$ cat src/rtl/pcm_pwr_pkg.sv
// Shared state encoding for the PCM activity power controller.
// The numeric codes are visible on state_o and are part of the interface.
package pcm_pwr_pkg;
    typedef enum logic [1:0] {
        PWR_DOWN = 2'd0,
        PWR_SAVE = 2'd1,
        PWR_OPER = 2'd2
    } pwr_state_e;
endpackage

$ cat src/rtl/bit_sync.sv
// Two-flop synchronizer with one extra history stage per bit.
// Assumes the inputs are asynchronous to clk and change slowly relative to it.
// cur_o is the synchronized level; prev_o is that level one clock earlier.
module bit_sync #(
    parameter int WIDTH = 2
) (
    input  logic             clk,
    input  logic             rst_n,
    input  logic [WIDTH-1:0] d_i,
    output logic [WIDTH-1:0] cur_o,
    output logic [WIDTH-1:0] prev_o
);
    logic [WIDTH-1:0] meta_q;
    logic [WIDTH-1:0] cur_q;
    logic [WIDTH-1:0] prev_q;

    // Capture, settle, and keep one stage of history.
    always_ff @(posedge clk) begin
        if (!rst_n) begin
            meta_q <= '0;
            cur_q  <= '0;
            prev_q <= '0;
        end else begin
            meta_q <= d_i;
            cur_q  <= meta_q;
            prev_q <= cur_q;
        end
    end

    assign cur_o  = cur_q;
    assign prev_o = prev_q;
endmodule

$ cat src/rtl/idle_timer.sv
// Counts system clocks since the watched signal last changed. It saturates
// at STALL_CYCLES and then reports a stall. Assumes edge_i is a one-cycle
// pulse per synchronized transition.
module idle_timer #(
    parameter int STALL_CYCLES = 166664
) (
    input  logic clk,
    input  logic rst_n,
    input  logic edge_i,
    output logic stall_o
);
    localparam int W = $clog2(STALL_CYCLES + 1);

    logic [W-1:0] idle_q;

    assign stall_o = (idle_q >= W'(STALL_CYCLES));

    // Restart on every transition; otherwise count up to the limit.
    always_ff @(posedge clk) begin
        if (!rst_n)
            idle_q <= '0;
        else if (edge_i)
            idle_q <= '0;
        else if (!stall_o)
            idle_q <= idle_q + 1'b1;
    end


    stall_hold_chk: assert property (@(posedge clk) disable iff (!rst_n)
        (stall_o && !edge_i) |=> stall_o);
endmodule

$ cat src/rtl/frame_qual.sv
// Measures the frame-sync period in system clocks and grades each frame.
// Assumes rise_i pulses once per frame-sync rising edge and stall_i flags
// any stopped port signal. good_o is a combinational grade of the frame
// that ends this cycle. primed_o means one good frame is already counted.
module frame_qual #(
    parameter int FRAME_MIN = 27777,
    parameter int FRAME_MAX = 41666
) (
    input  logic clk,
    input  logic rst_n,
    input  logic rise_i,
    input  logic stall_i,
    input  logic clear_i,
    output logic good_o,
    output logic primed_o,
    output logic range_err_o
);
    localparam int CW = $clog2(FRAME_MAX + 2);

    logic [CW-1:0] frm_q;
    logic          ref_q;
    logic          primed_q;
    logic          bad_q;
    logic          err_q;
    logic          in_rng;
    logic          bad;

    assign in_rng = (frm_q >= CW'(FRAME_MIN)) && (frm_q <= CW'(FRAME_MAX));
    assign good_o = rise_i && ref_q && in_rng && !stall_i;
    assign bad    = rise_i && ref_q && !in_rng && !stall_i;

    // Period counter: restarts at each rising edge, saturates past the window.
    always_ff @(posedge clk) begin
        if (!rst_n)
            frm_q <= '0;
        else if (rise_i)
            frm_q <= CW'(1);
        else if (frm_q <= CW'(FRAME_MAX))
            frm_q <= frm_q + 1'b1;
    end

    // A timing reference exists once an edge has been seen since the last stall.
    always_ff @(posedge clk) begin
        if (!rst_n)
            ref_q <= 1'b0;
        else if (stall_i)
            ref_q <= 1'b0;
        else if (rise_i)
            ref_q <= 1'b1;
    end

    // Run of good frames: any stall, hold-off or bad frame discards it.
    always_ff @(posedge clk) begin
        if (!rst_n)
            primed_q <= 1'b0;
        else if (stall_i || clear_i || bad)
            primed_q <= 1'b0;
        else if (good_o)
            primed_q <= 1'b1;
    end

    // Memory of a preceding bad frame, and the sticky range flag.
    always_ff @(posedge clk) begin
        if (!rst_n) begin
            bad_q <= 1'b0;
            err_q <= 1'b0;
        end else begin
            if (stall_i || good_o)
                bad_q <= 1'b0;
            else if (bad)
                bad_q <= 1'b1;
            if (bad && bad_q)
                err_q <= 1'b1;
        end
    end

    assign primed_o    = primed_q;
    assign range_err_o = err_q;


    err_sticky_chk: assert property (@(posedge clk) disable iff (!rst_n)
        err_q |=> err_q);
endmodule

$ cat src/rtl/pcm_activity_pwr_ctl.sv
// Activity-driven power state controller for a two-channel PCM port.
// Watches the bit clock and transmit frame sync with the system clock. It
// drops to power-saving when either one stops, and to power-down when pd_n
// is low. It returns to operating after two good frames and then issues a
// one-cycle resync pulse. Assumes pd_n is already synchronous to clk.
module pcm_activity_pwr_ctl
    import pcm_pwr_pkg::*;
#(
    parameter int SYS_CLK_HZ   = 250_000_000,
    parameter int FS_MIN_HZ    = 6000,
    parameter int FS_MAX_HZ    = 9000,
    parameter int STALL_CYCLES = 4 * (SYS_CLK_HZ / FS_MIN_HZ)
) (
    input  logic       clk,
    input  logic       rst_n,
    input  logic       pd_n,
    input  logic       bclk_in,
    input  logic       xsync_in,
    output logic [1:0] state_o,
    output logic       dout_oe,
    output logic       resync_o,
    output logic       range_err_o
);
    localparam int FRAME_MIN = SYS_CLK_HZ / FS_MAX_HZ;
    localparam int FRAME_MAX = SYS_CLK_HZ / FS_MIN_HZ;
    localparam int NSIG      = 2;

    logic [NSIG-1:0] s_cur;
    logic [NSIG-1:0] s_prev;
    logic [NSIG-1:0] s_edge;
    logic [NSIG-1:0] s_stall;
    logic            any_stall;
    logic            x_rise;
    logic            f_good;
    logic            f_primed;
    pwr_state_e      state_q, state_d;
    logic            resync_q, resync_d;

    bit_sync #(.WIDTH(NSIG)) u_sync (
        .clk    (clk),
        .rst_n  (rst_n),
        .d_i    ({xsync_in, bclk_in}),
        .cur_o  (s_cur),
        .prev_o (s_prev)
    );

    assign s_edge = s_cur ^ s_prev;
    assign x_rise = s_cur[1] & ~s_prev[1];

    // One idle timer per watched signal: bit 0 bit clock, bit 1 frame sync.
    for (genvar gi = 0; gi < NSIG; gi++) begin : g_idle
        idle_timer #(.STALL_CYCLES(STALL_CYCLES)) u_idle (
            .clk     (clk),
            .rst_n   (rst_n),
            .edge_i  (s_edge[gi]),
            .stall_o (s_stall[gi])
        );
    end

    assign any_stall = |s_stall;

    frame_qual #(.FRAME_MIN(FRAME_MIN), .FRAME_MAX(FRAME_MAX)) u_frame (
        .clk         (clk),
        .rst_n       (rst_n),
        .rise_i      (x_rise),
        .stall_i     (any_stall),
        .clear_i     (!pd_n),
        .good_o      (f_good),
        .primed_o    (f_primed),
        .range_err_o (range_err_o)
    );

    // Next-state decision; power-down request wins over everything.
    always_comb begin
        state_d  = state_q;
        resync_d = 1'b0;
        if (!pd_n) begin
            state_d = PWR_DOWN;
        end else begin
            case (state_q)
                PWR_DOWN: state_d = PWR_SAVE;
                PWR_OPER: if (any_stall) state_d = PWR_SAVE;
                PWR_SAVE: if (f_good && f_primed) begin
                    state_d  = PWR_OPER;
                    resync_d = 1'b1;
                end
                default:  state_d = PWR_SAVE;
            endcase
        end
    end

    // State and resync registers.
    always_ff @(posedge clk) begin
        if (!rst_n) begin
            state_q  <= PWR_SAVE;
            resync_q <= 1'b0;
        end else begin
            state_q  <= state_d;
            resync_q <= resync_d;
        end
    end

    assign state_o  = state_q;
    assign dout_oe  = (state_q == PWR_OPER);
    assign resync_o = resync_q;


    pd_force_chk: assert property (@(posedge clk) disable iff (!rst_n)
        !pd_n |=> (state_q == PWR_DOWN));

    stall_exit_chk: assert property (@(posedge clk) disable iff (!rst_n)
        (state_q == PWR_OPER && any_stall && pd_n) |=> (state_q == PWR_SAVE));

    two_good_chk: assert property (@(posedge clk) disable iff (!rst_n)
        (state_q == PWR_SAVE && !(f_good && f_primed)) |=> (state_q != PWR_OPER));

    resync_width_chk: assert property (@(posedge clk) disable iff (!rst_n)
        resync_q |=> !resync_q);

    resync_entry_chk: assert property (@(posedge clk) disable iff (!rst_n)
        resync_q |-> (state_q == PWR_OPER && $past(state_q) == PWR_SAVE));
endmodule

$ cat config.mk
export PLATFORM = sky130hd
export DESIGN_NAME = pcm_activity_pwr_ctl
export DESIGN_NICKNAME = d
export VERILOG_FILES = /design/src/rtl/pcm_pwr_pkg.sv /design/src/rtl/bit_sync.sv /design/src/rtl/idle_timer.sv /design/src/rtl/frame_qual.sv /design/src/rtl/pcm_activity_pwr_ctl.sv
export SDC_FILE = /design/constraint.sdc
export NUM_CORES = 1
export LEC_CHECK = 0
export ABC_AREA = 1
export BUFFER_PORTS_ARGS = -buffer_cell sky130_fd_sc_hd__buf_4
export CORE_ASPECT_RATIO = 1.25
export CORE_UTILIZATION = 41
export CTS_BUF_LIST = sky130_fd_sc_hd__clkbuf_4 sky130_fd_sc_hd__clkbuf_8 sky130_fd_sc_hd__clkbuf_16
export DETAILED_ROUTE_END_ITERATION = 6
export GPL_ROUTABILITY_DRIVEN = 0
export GPL_TIMING_DRIVEN = 0
export HOLD_SLACK_MARGIN = 0.02
export SLEW_MARGIN = 20
export SYNTH_ARGS = -nofsm -noshare
export SYNTH_HDL_FRONTEND = slang
export SYNTH_SLANG_ARGS = --single-unit
$ cat constraint.sdc
create_clock -name clk -period 3.39 [get_ports clk]
set_input_delay 0.339 -clock clk [delete_from_list [all_inputs] [get_ports clk]]
set_output_delay 0.339 -clock clk [all_outputs]
set_load 0.05 [all_outputs]
== Word level (Yosys, flattened, before mapping) ==
Cells that the tools add are included.
Operators by class
  $add $sub $neg: 3
  $lt $le $gt $ge: 4
  eq/ne operators: 6
  mux-type cells: 7
  bitwise logic cells: 4
  reductions and logical operators: 26
Operators by type and width (number)
  adder 18 x 1 -> 18 bit (second input constant): 2
  >= comparator 18 bit (second input constant): 2
  adder 16 x 1 -> 16 bit (second input constant): 1
  >= comparator 16 x 15 -> 1 bit (second input constant): 1
  less-or-equal comparator 16 bit (second input constant): 1
  OR reduction 2 bit: 6
  logical AND 1 bit: 8
  AND reduction 2 bit: 3
  2-to-1 mux 1 bit: 4
  2-to-1 mux 2 bit: 2
  case mux 2 bit (2 select lines): 1
  zero test 1 bit: 3
  logical OR 1 bit: 3
  inequality test 3 x 2 -> 1 bit (second input constant): 1
  inequality test 3 bit (second input constant): 1
  AND reduction 3 bit: 1
  OR reduction 3 bit: 1
  equality test 2 x 1 -> 1 bit (second input constant): 1
  equality test 2 bit (second input constant): 1
  inequality test 2 x 1 -> 1 bit (second input constant): 1
  inequality test 2 bit (second input constant): 1
  NOT 1 bit: 2
  nonzero test 2 bit: 1
  XOR 2 bit: 1
  bitwise AND 1 bit: 1
Word-level totals
  register bits after elaboration: 65
  bits of input ports: 5
  output and inout bits: 5
  word-level logic and storage cells: 64

== Depth between registers and ports, before layout ==
Gate-level depths: netlist (run 1).
  word-level depth: 9
  mapped depth: 12
  gate-level depth less buffers: 12

== Hierarchy ==
From an unflattened synthesis (run 1), not the netlist that was laid out.
Unflattened totals
  cells, all modules: 650
  area total of the unflattened synthesis: 4076.4 µm²
By module, submodules not included
  idle_timer: instances 2, cells an instance 207, area each 1244.9 µm², seq. area each 360.3 µm²
  frame_qual: instances 1, cells an instance 195, area each 1263.7 µm², seq. area each 400.4 µm²
  bit_sync: instances 1, cells an instance 18, area each 165.2 µm², seq. area each 120.1 µm²
  pcm_activity_pwr_ctl: instances 1, cells an instance 23, area each 157.7 µm², seq. area each 60.1 µm²

== Worst setup path before layout (run 1) ==
OpenSTA, ideal clock, no wires.
  kind: register to register
  start: reg state_q[1], in the netlist state_o[1]
  end: reg state_q[0], in the netlist state_o[0]
  library setup time: 125 ps
  arrival time: 1746 ps
  data required time: 3265 ps
  setup slack: 1519 ps
  stages on the path, launching flop included: 6
  path buffers: 0
  period minus slack after synthesis: 1871 ps
  cells stage by stage: dfxtp_1 -> inv_1 -> nor2_1 -> nand3_1 -> nand3_1 -> nand3_1
Between the ends
  word-level cells in the longest chain between the ends: 3
  elaborated cells on any way between the ends: 7
  those cells by class: 4 x eq/ne; 2 x mux; 1 x reduce/logical
RTL lines
  start: declaration: RTL line pcm_activity_pwr_ctl.sv:36  | pwr_state_e state_q, state_d;
  start signal: assignment: RTL line pcm_activity_pwr_ctl.sv:98  | state_q <= state_d;
  equality test 2 bit *
  named net dout_oe: RTL line pcm_activity_pwr_ctl.sv:20  | output logic dout_oe,
  case mux 2 bit (2 select lines) / inequality test 3 x 2 -> 1 bit (equally long branches)
  2-to-1 mux 1 bit / AND reduction 2 bit (equally long branches)
Mark *: on every way through the listed nets, which the timed path passes. The rest lies on a longest branch.
A chain may end at the register's enable or synchronous reset.

== Worst setup path in the final report (run 1) ==
  start: reg u_frame.frm_q[0]
  end: reg u_frame.frm_q[14]
Between the ends
  word-level cells in the longest chain between the ends: 1
  elaborated cells on any way between the ends: 2
  those cells by class: 1 x add/sub; 1 x order compare
RTL lines
  start: declaration: RTL line frame_qual.sv:20  | logic [CW-1:0] frm_q;
  start signal: assignment: RTL line frame_qual.sv:39  | frm_q <= frm_q + 1'b1;
  adder 16 x 1 -> 16 bit / less-or-equal comparator 16 bit (equally long branches): RTL line frame_qual.sv:39, frame_qual.sv:38
Several ways; a longest one is shown, not always the timed one.

==> results of run 1 <==
## state kept, by name (all words and copies together) (netlist names)
register	cells
state_o	2
u_frame.range_err_o	1
u_sync.prev_o	2
u_frame.bad_q	1
g_idle.u_idle.idle_q	36
u_sync.cur_o	2
u_frame.frm_q	16
u_sync.meta_q	2
u_frame.primed_o	1
u_frame.ref_q	1
resync_o	1
## layer usage
metal  wire length, um  up-vias  GRT usage
met3               213       14     0.0345
met1              3810     1540      0.229
li1                  -     1835          -
met4               170        0     0.0910
met5                 0        -          0
met2              3950       52      0.322
## power breakdown
part / internal (W) / switching, W / total [W]
Sequential: 0.000777 / 0.0000118 / 0.000789
Combinational: 0.0000251 / 0.0000523 / 0.0000774
Clock: 0.000365 / 0.000308 / 0.000673
## critical path, cell delays in order (launching register included)
cell,delay (ps)
dfxtp_1,460
ha_1,250
inv_1,90
nor4_1,530
nand3_1,130
nand2_1,90
nand2_1,50
nand2_1,50
a21oi_1,50
## cells by family (layout without fill, tap and decap cells)
| family | Yosys count | after routing | synth area share |
|---|---|---|---|
| AO/OA/AOI/OAI | 75 | 75 | 0.109 |
| AND/OR/NAND/NOR | 295 | 295 | 0.352 |
| buffers and inverters | 88 | 113 | 0.100 |
| adder cells (fa/ha/maj) | 9 | 9 | 0.0296 |
| flip-flops | 65 | 65 | 0.342 |
| XOR/XNOR | 29 | 29 | 0.0667 |
## synth_stat cells (all sizes together)
cell type / count / area, um2
nor2: 63 / 264
buf: 9 / 83.8
nor3: 21 / 130
nand4: 13 / 81.3
dfxtp: 65 / 1300
ha: 9 / 113
a21oi: 56 / 322
o21ai: 19 / 95.1
nand3b: 3 / 22.5
nand3: 39 / 200
nor3b: 1 / 7.51
and3: 2 / 12.5
nor4: 1 / 6.26
inv: 77 / 292
clkbuf: 1 / 3.75
clkinv: 1 / 3.75
nand2: 152 / 618
xnor2: 7 / 61.3
xor2: 22 / 193
## worst paths after layout
path	start	endpoint	slack [ps]	cells past startpoint
max	u_frame.frm_q[0]$_SDFFE_PN0P_	u_frame.frm_q[14]$_SDFFE_PP0N_	1560	8
min	bclk_in	u_sync.meta_q[0]$_SDFF_PN0_	180	3
max reg2reg	u_frame.frm_q[0]$_SDFFE_PN0P_	u_frame.frm_q[14]$_SDFFE_PP0N_	1560	8
min reg2reg	u_sync.meta_q[1]$_SDFF_PN0_	u_sync.cur_o[1]$_SDFF_PN0_	410	2
## area by class of cell
cell class              count  area share
plain buffers              10      0.0207
clock buffers              11      0.0343
clock inverters             5      0.0130
inverters                  78      0.0698
multi-input cells         408       0.503
flip-flops and latches     65       0.308
well taps                 120      0.0355
repair buffers              9      0.0160
## metrics by stage
stage | worst slack (ps) | util | total power (W) | std cells | hold slack, ps
after floorplan | 1520 | - | 0.000861 | 561 | 390
after global placement | 1610 | 0.455 | 0.000882 | 690 | 400
after detailed placement | 1600 | 0.455 | 0.000884 | 690 | 398
after CTS | 1580 | 0.478 | 0.00156 | 706 | 158
after global routing | 1440 | 0.478 | 0.00161 | 706 | 160
final | 1560 | 0.478 | 0.00154 | 706 | 176
## placed cells by master (no fill, tap or decap), types with 2 or more instances in the layout
cell type,count
xnor2_1,7
nand4_1,13
nor2_2,5
buf_4,11
buf_6,3
nor2_4,2
and3_1,2
ha_1,9
inv_2,8
buf_2,3
dfxtp_1,65
nor2_1,56
clkinvlp_4,2
nor3_2,5
clkinv_2,2
xor2_1,22
o21ai_0,18
nand3_1,38
inv_1,68
a21oi_2,11
nand2_2,16
nand2_1,135
a21oi_1,45
clkbuf_8,10
nor3_1,16
nand3b_1,3
==> results.yml, run 1 <==
cells_and_area:
  multiInputGateArea_mm2: 0.00213
  diodes: 0
  final_cell_area_mm2: 0.00423
  drive_above_1_share: 0.143
  syn2layout_area_growth_pct: 11.0
  final_nets: 595
  nFillCells: 941
  ff_latch_area_mm2: 0.00130
clock_network:
  clk_transition_reported_paths_ps: 70
  numClockSinks: 65
  holdBufCountCts: 0
  cts_resized: 0
  clock_path_buffers: 2
  root_buffer: "clkbuf_8"
  numCtsBuffers: 9
  post-cts-setup-buffers: 0
  cts_max_level: 3
  clk_latency_ps: 350
  cts_tree: "yes"
place:
  io_buffers: 9
  dp_hpwl_um: 6090
  dpl-instance-area_mm2: 0.00403
floorplan:
  core_area_mm2: 0.00884
  io_pins: 10
  row_count: 38
  die_width_um: 88.2
  die_y_um: 110
  start_util: 0.431
  die_area_mm2: 0.00968
route:
  vias_per_cell: 4.87
  drt_pass1_iterations: 5
  drc_errors: 0
  drtIter0Drc: 226
  ant_nets: 0
  wl_per_cell_um: 11.5
  wirelength_um: 8140
  vias: 3441
logic_synthesis:
  syn_inst: 561
  synth_seq_area_share: 0.342
  yosysWarnings: 0
  synthDistinctLibCells: 32
  syn_nets: 575
  syn_area_mm2: 0.00381
  ys_ff_latch: 65
  avgSynthCellArea_um2: 6.79
sta:
  drv_slew: 0
  period_needed_ps: 1830
  slew_headroom: 0.576
  fin_skew_ps: 9.19
  tns_ps: 0
  period_share: 0.541
  setup_viol: 0
  rsz0062_at_grt: "no"
  worstMarginPinSlew_ps: 636
  hold_viol_final: 0
  max_clock_freq_mhz: 545
worst_setup_path:
  crit_type: "flip-flop to flip-flop"
  start_kind: "flip-flop"
  crit_required_ps: 3600
  timing.critical_path.arrival_ps: 2040
  end_kind: "flip-flop"
  crit_fanout: 6
pwr:
  power.leakage_nw: 1.61
  peakVddDrop_v: 0.000240
  pwr_density_cell_mw_per_mm2: 364
global_routing:
  grt_pass1_vias: 3201
  overflow: 0
  track_usage: 0.190
  antenna_found_initial: 0
  grt_max_degree: 12
  grt_pass1_wl_um: 14200
job:
  cap_violations: 0
outcome:
  status: "finished clean"
hold_path:
  min_path_type: "input port to flip-flop"
(Power assumes the default switching activity.)
==> run 2: changes to the inputs <==
Clock period 3.39 ns to 1.8 ns, I/O delays scaled along.
==> results.yml, run 2 (synthesis gave the netlist of run 1 again) <==
cells_and_area:
  largest_reg_flops: 36
  syn2layout_area_growth_pct: 12.9
  mostFrequentLayoutCells: "135 x nand2_1, 66 x inv_1, 64 x dfxtp_1"
  final_cell_area_mm2: 0.00430
  reg_top3: "g_idle.u_idle.idle_q: 36 flops, u_frame.frm_q: 16 flops"
  regMostFlops: "g_idle.u_idle.idle_q"
  drive_above_1_share: 0.158
  final_common_cell: "nand2_1"
  finalNonFillerCells: 708
  diodes: 0
  final_nets: 597
floorplan:
  core_area_mm2: 0.00884
  die_area_mm2: 0.00968
  row_count: 38
  die_width_um: 88.2
  io_pins: 10
  die_y_um: 110
  start_util: 0.431
worst_setup_path:
  crit_fanout: 6
  crit_slowest_cell: "dfxtp_2"
  crit_type: "flip-flop to flip-flop"
  cpLargestDelayFamily: "simple AND/OR/NAND/NOR gates"
  cp.buffers_inverters: 1
  crit_required_ps: 2010
  end_kind: "flip-flop"
  timing.critical_path.arrival_ps: 1820
  start_kind: "flip-flop"
  slowest_delay_ps: 410
  worstPathCellList: "ha_1, inv_1, nor4_2, nand3_1, nand2_1, nand2_1, nand2_1, a21oi_1"
  crit_path_frequent_cell: "nand2_1"
route:
  vias: 3463
  drc_errors: 0
  drtIter0Drc: 177
  wl_per_cell_um: 11.7
  wirelength_um: 8280
  vias_per_cell: 4.89
  ant_nets: 0
  drt_pass1_iterations: 4
pwr:
  clkPwrFrac: 0.464
  pwr-share-comb: 0.050
  peakVddDrop_v: 0.000495
  internal_power_w: 0.00236
  p_switching_w: 0.000697
  power.leakage_nw: 1.64
  p_seq_frac: 0.485
  pwr_density_cell_mw_per_mm2: 712
  sw_frac_of_total: 0.228
global_routing:
  track_usage: 0.194
  overflow: 0
  grt_pass1_vias: 3350
  grt_pass1_wl_um: 14700
  grt_max_degree: 12
  antenna_found_initial: 0
sta:
  hold_viol_final: 0
  rsz0062_at_grt: "no"
  worstMarginPinSlew_ps: 637
  holdWs_ps: 97.2
  period_share: 0.895
  slew_headroom: 0.575
  drv_slew: 0
  max_clock_freq_mhz: 620
  final.setup.worst_slack_ps: 188
  tns_ps: 0
  setup_viol: 0
  fin_skew_ps: 10.7
  period_needed_ps: 1610
place:
  dpl-instance-area_mm2: 0.00403
  dp_slack_ps: -24.9
  io_buffers: 9
  dp_hpwl_um: 6220
  place_inst: 690
clock_network:
  cts_tree: "yes"
  clock_path_buffers: 2
  cts_max_level: 3
  clk_latency_ps: 360
  numClockSinks: 65
  numCtsBuffers: 9
  clk_transition_reported_paths_ps: 80
  post-cts-setup-buffers: 0
  root_buffer: "clkbuf_8"
job:
  cap_violations: 0
outcome:
  status: "finished clean"
hold_path:
  min_path_type: "input port to flip-flop"
## run 2: cell count changes in the layout (fill, tap and decap cells not counted), sizes merged
cell         previous run  this run
clkinvlp                2         1
dlygate4sd3             0         2
bufinv                  1         2
## run 2: layer usage
metal,vias to the layer above,track usage,part of all wire
li1,1826,-,-
met1,1576,0.228,0.46
met2,41,0.334,0.49
met3,20,0.0263,0.019
met4,0,0.115,0.031
met5,-,0,0
## run 2: worst paths after layout
path                                                     from                              to  slack (ps)  cells past startpoint
worst max-delay path            u_frame.frm_q[0]$_SDFFE_PN0P_  u_frame.frm_q[14]$_SDFFE_PP0N_         190                      8
worst min-delay path                                     pd_n         state_o[0]$_SDFFE_PN1P_         100                      3
worst max register to register  u_frame.frm_q[0]$_SDFFE_PN0P_  u_frame.frm_q[14]$_SDFFE_PP0N_         190                      8
worst min register to register    u_sync.meta_q[1]$_SDFF_PN0_      u_sync.cur_o[1]$_SDFF_PN0_         420                      2
## run 2: power groups by stage
stage                     logic [W]  registers, W  clock network [W]
after CTS                  0.000155       0.00148            0.00147
after global routing       0.000180       0.00149            0.00152
after floorplan            0.000102       0.00152                  0
after detailed placement   0.000151       0.00152                  0
final                      0.000155       0.00149            0.00142
after global placement     0.000146       0.00152                  0
## run 2: worst register-to-register path, cell delays in order, from the launching register on
cell and delay, ps:
dfxtp_2 410, ha_1 230, inv_1 90, nor4_2 400, nand3_1 120, nand2_1 80, nand2_1 40, nand2_1 50
a21oi_1 50
## run 2: layout make-up
cell class                      count  area, um2
Fill cell                         927       4540
Multi-Input combinational cell    408       2150
Sequential cell                    65       1300
Inverter                           78        295
Clock buffer                       11        151
Tap cell                          120        150
Timing Repair Buffer               11       87.6
Buffer                             10       87.6
Clock inverter                      5       77.6
## run 2: stage by stage
| stage | total power, W | utilization |
|---|---|---|
| finish | 0.00306 | 0.486 |
| global route | 0.00319 | 0.486 |
| CTS | 0.00311 | 0.485 |
| detailed placement | 0.00167 | 0.456 |
| global placement | 0.00166 | 0.456 |
| floorplan | 0.00162 | - |
## run 2: what timing repair did
item | in CTS | in global routing
setup endpoints to repair | 2 | 16
gates resized for setup | 1 | 7
hold buffers | 2 | 0
endpoints found under the hold margin | 2 | 0
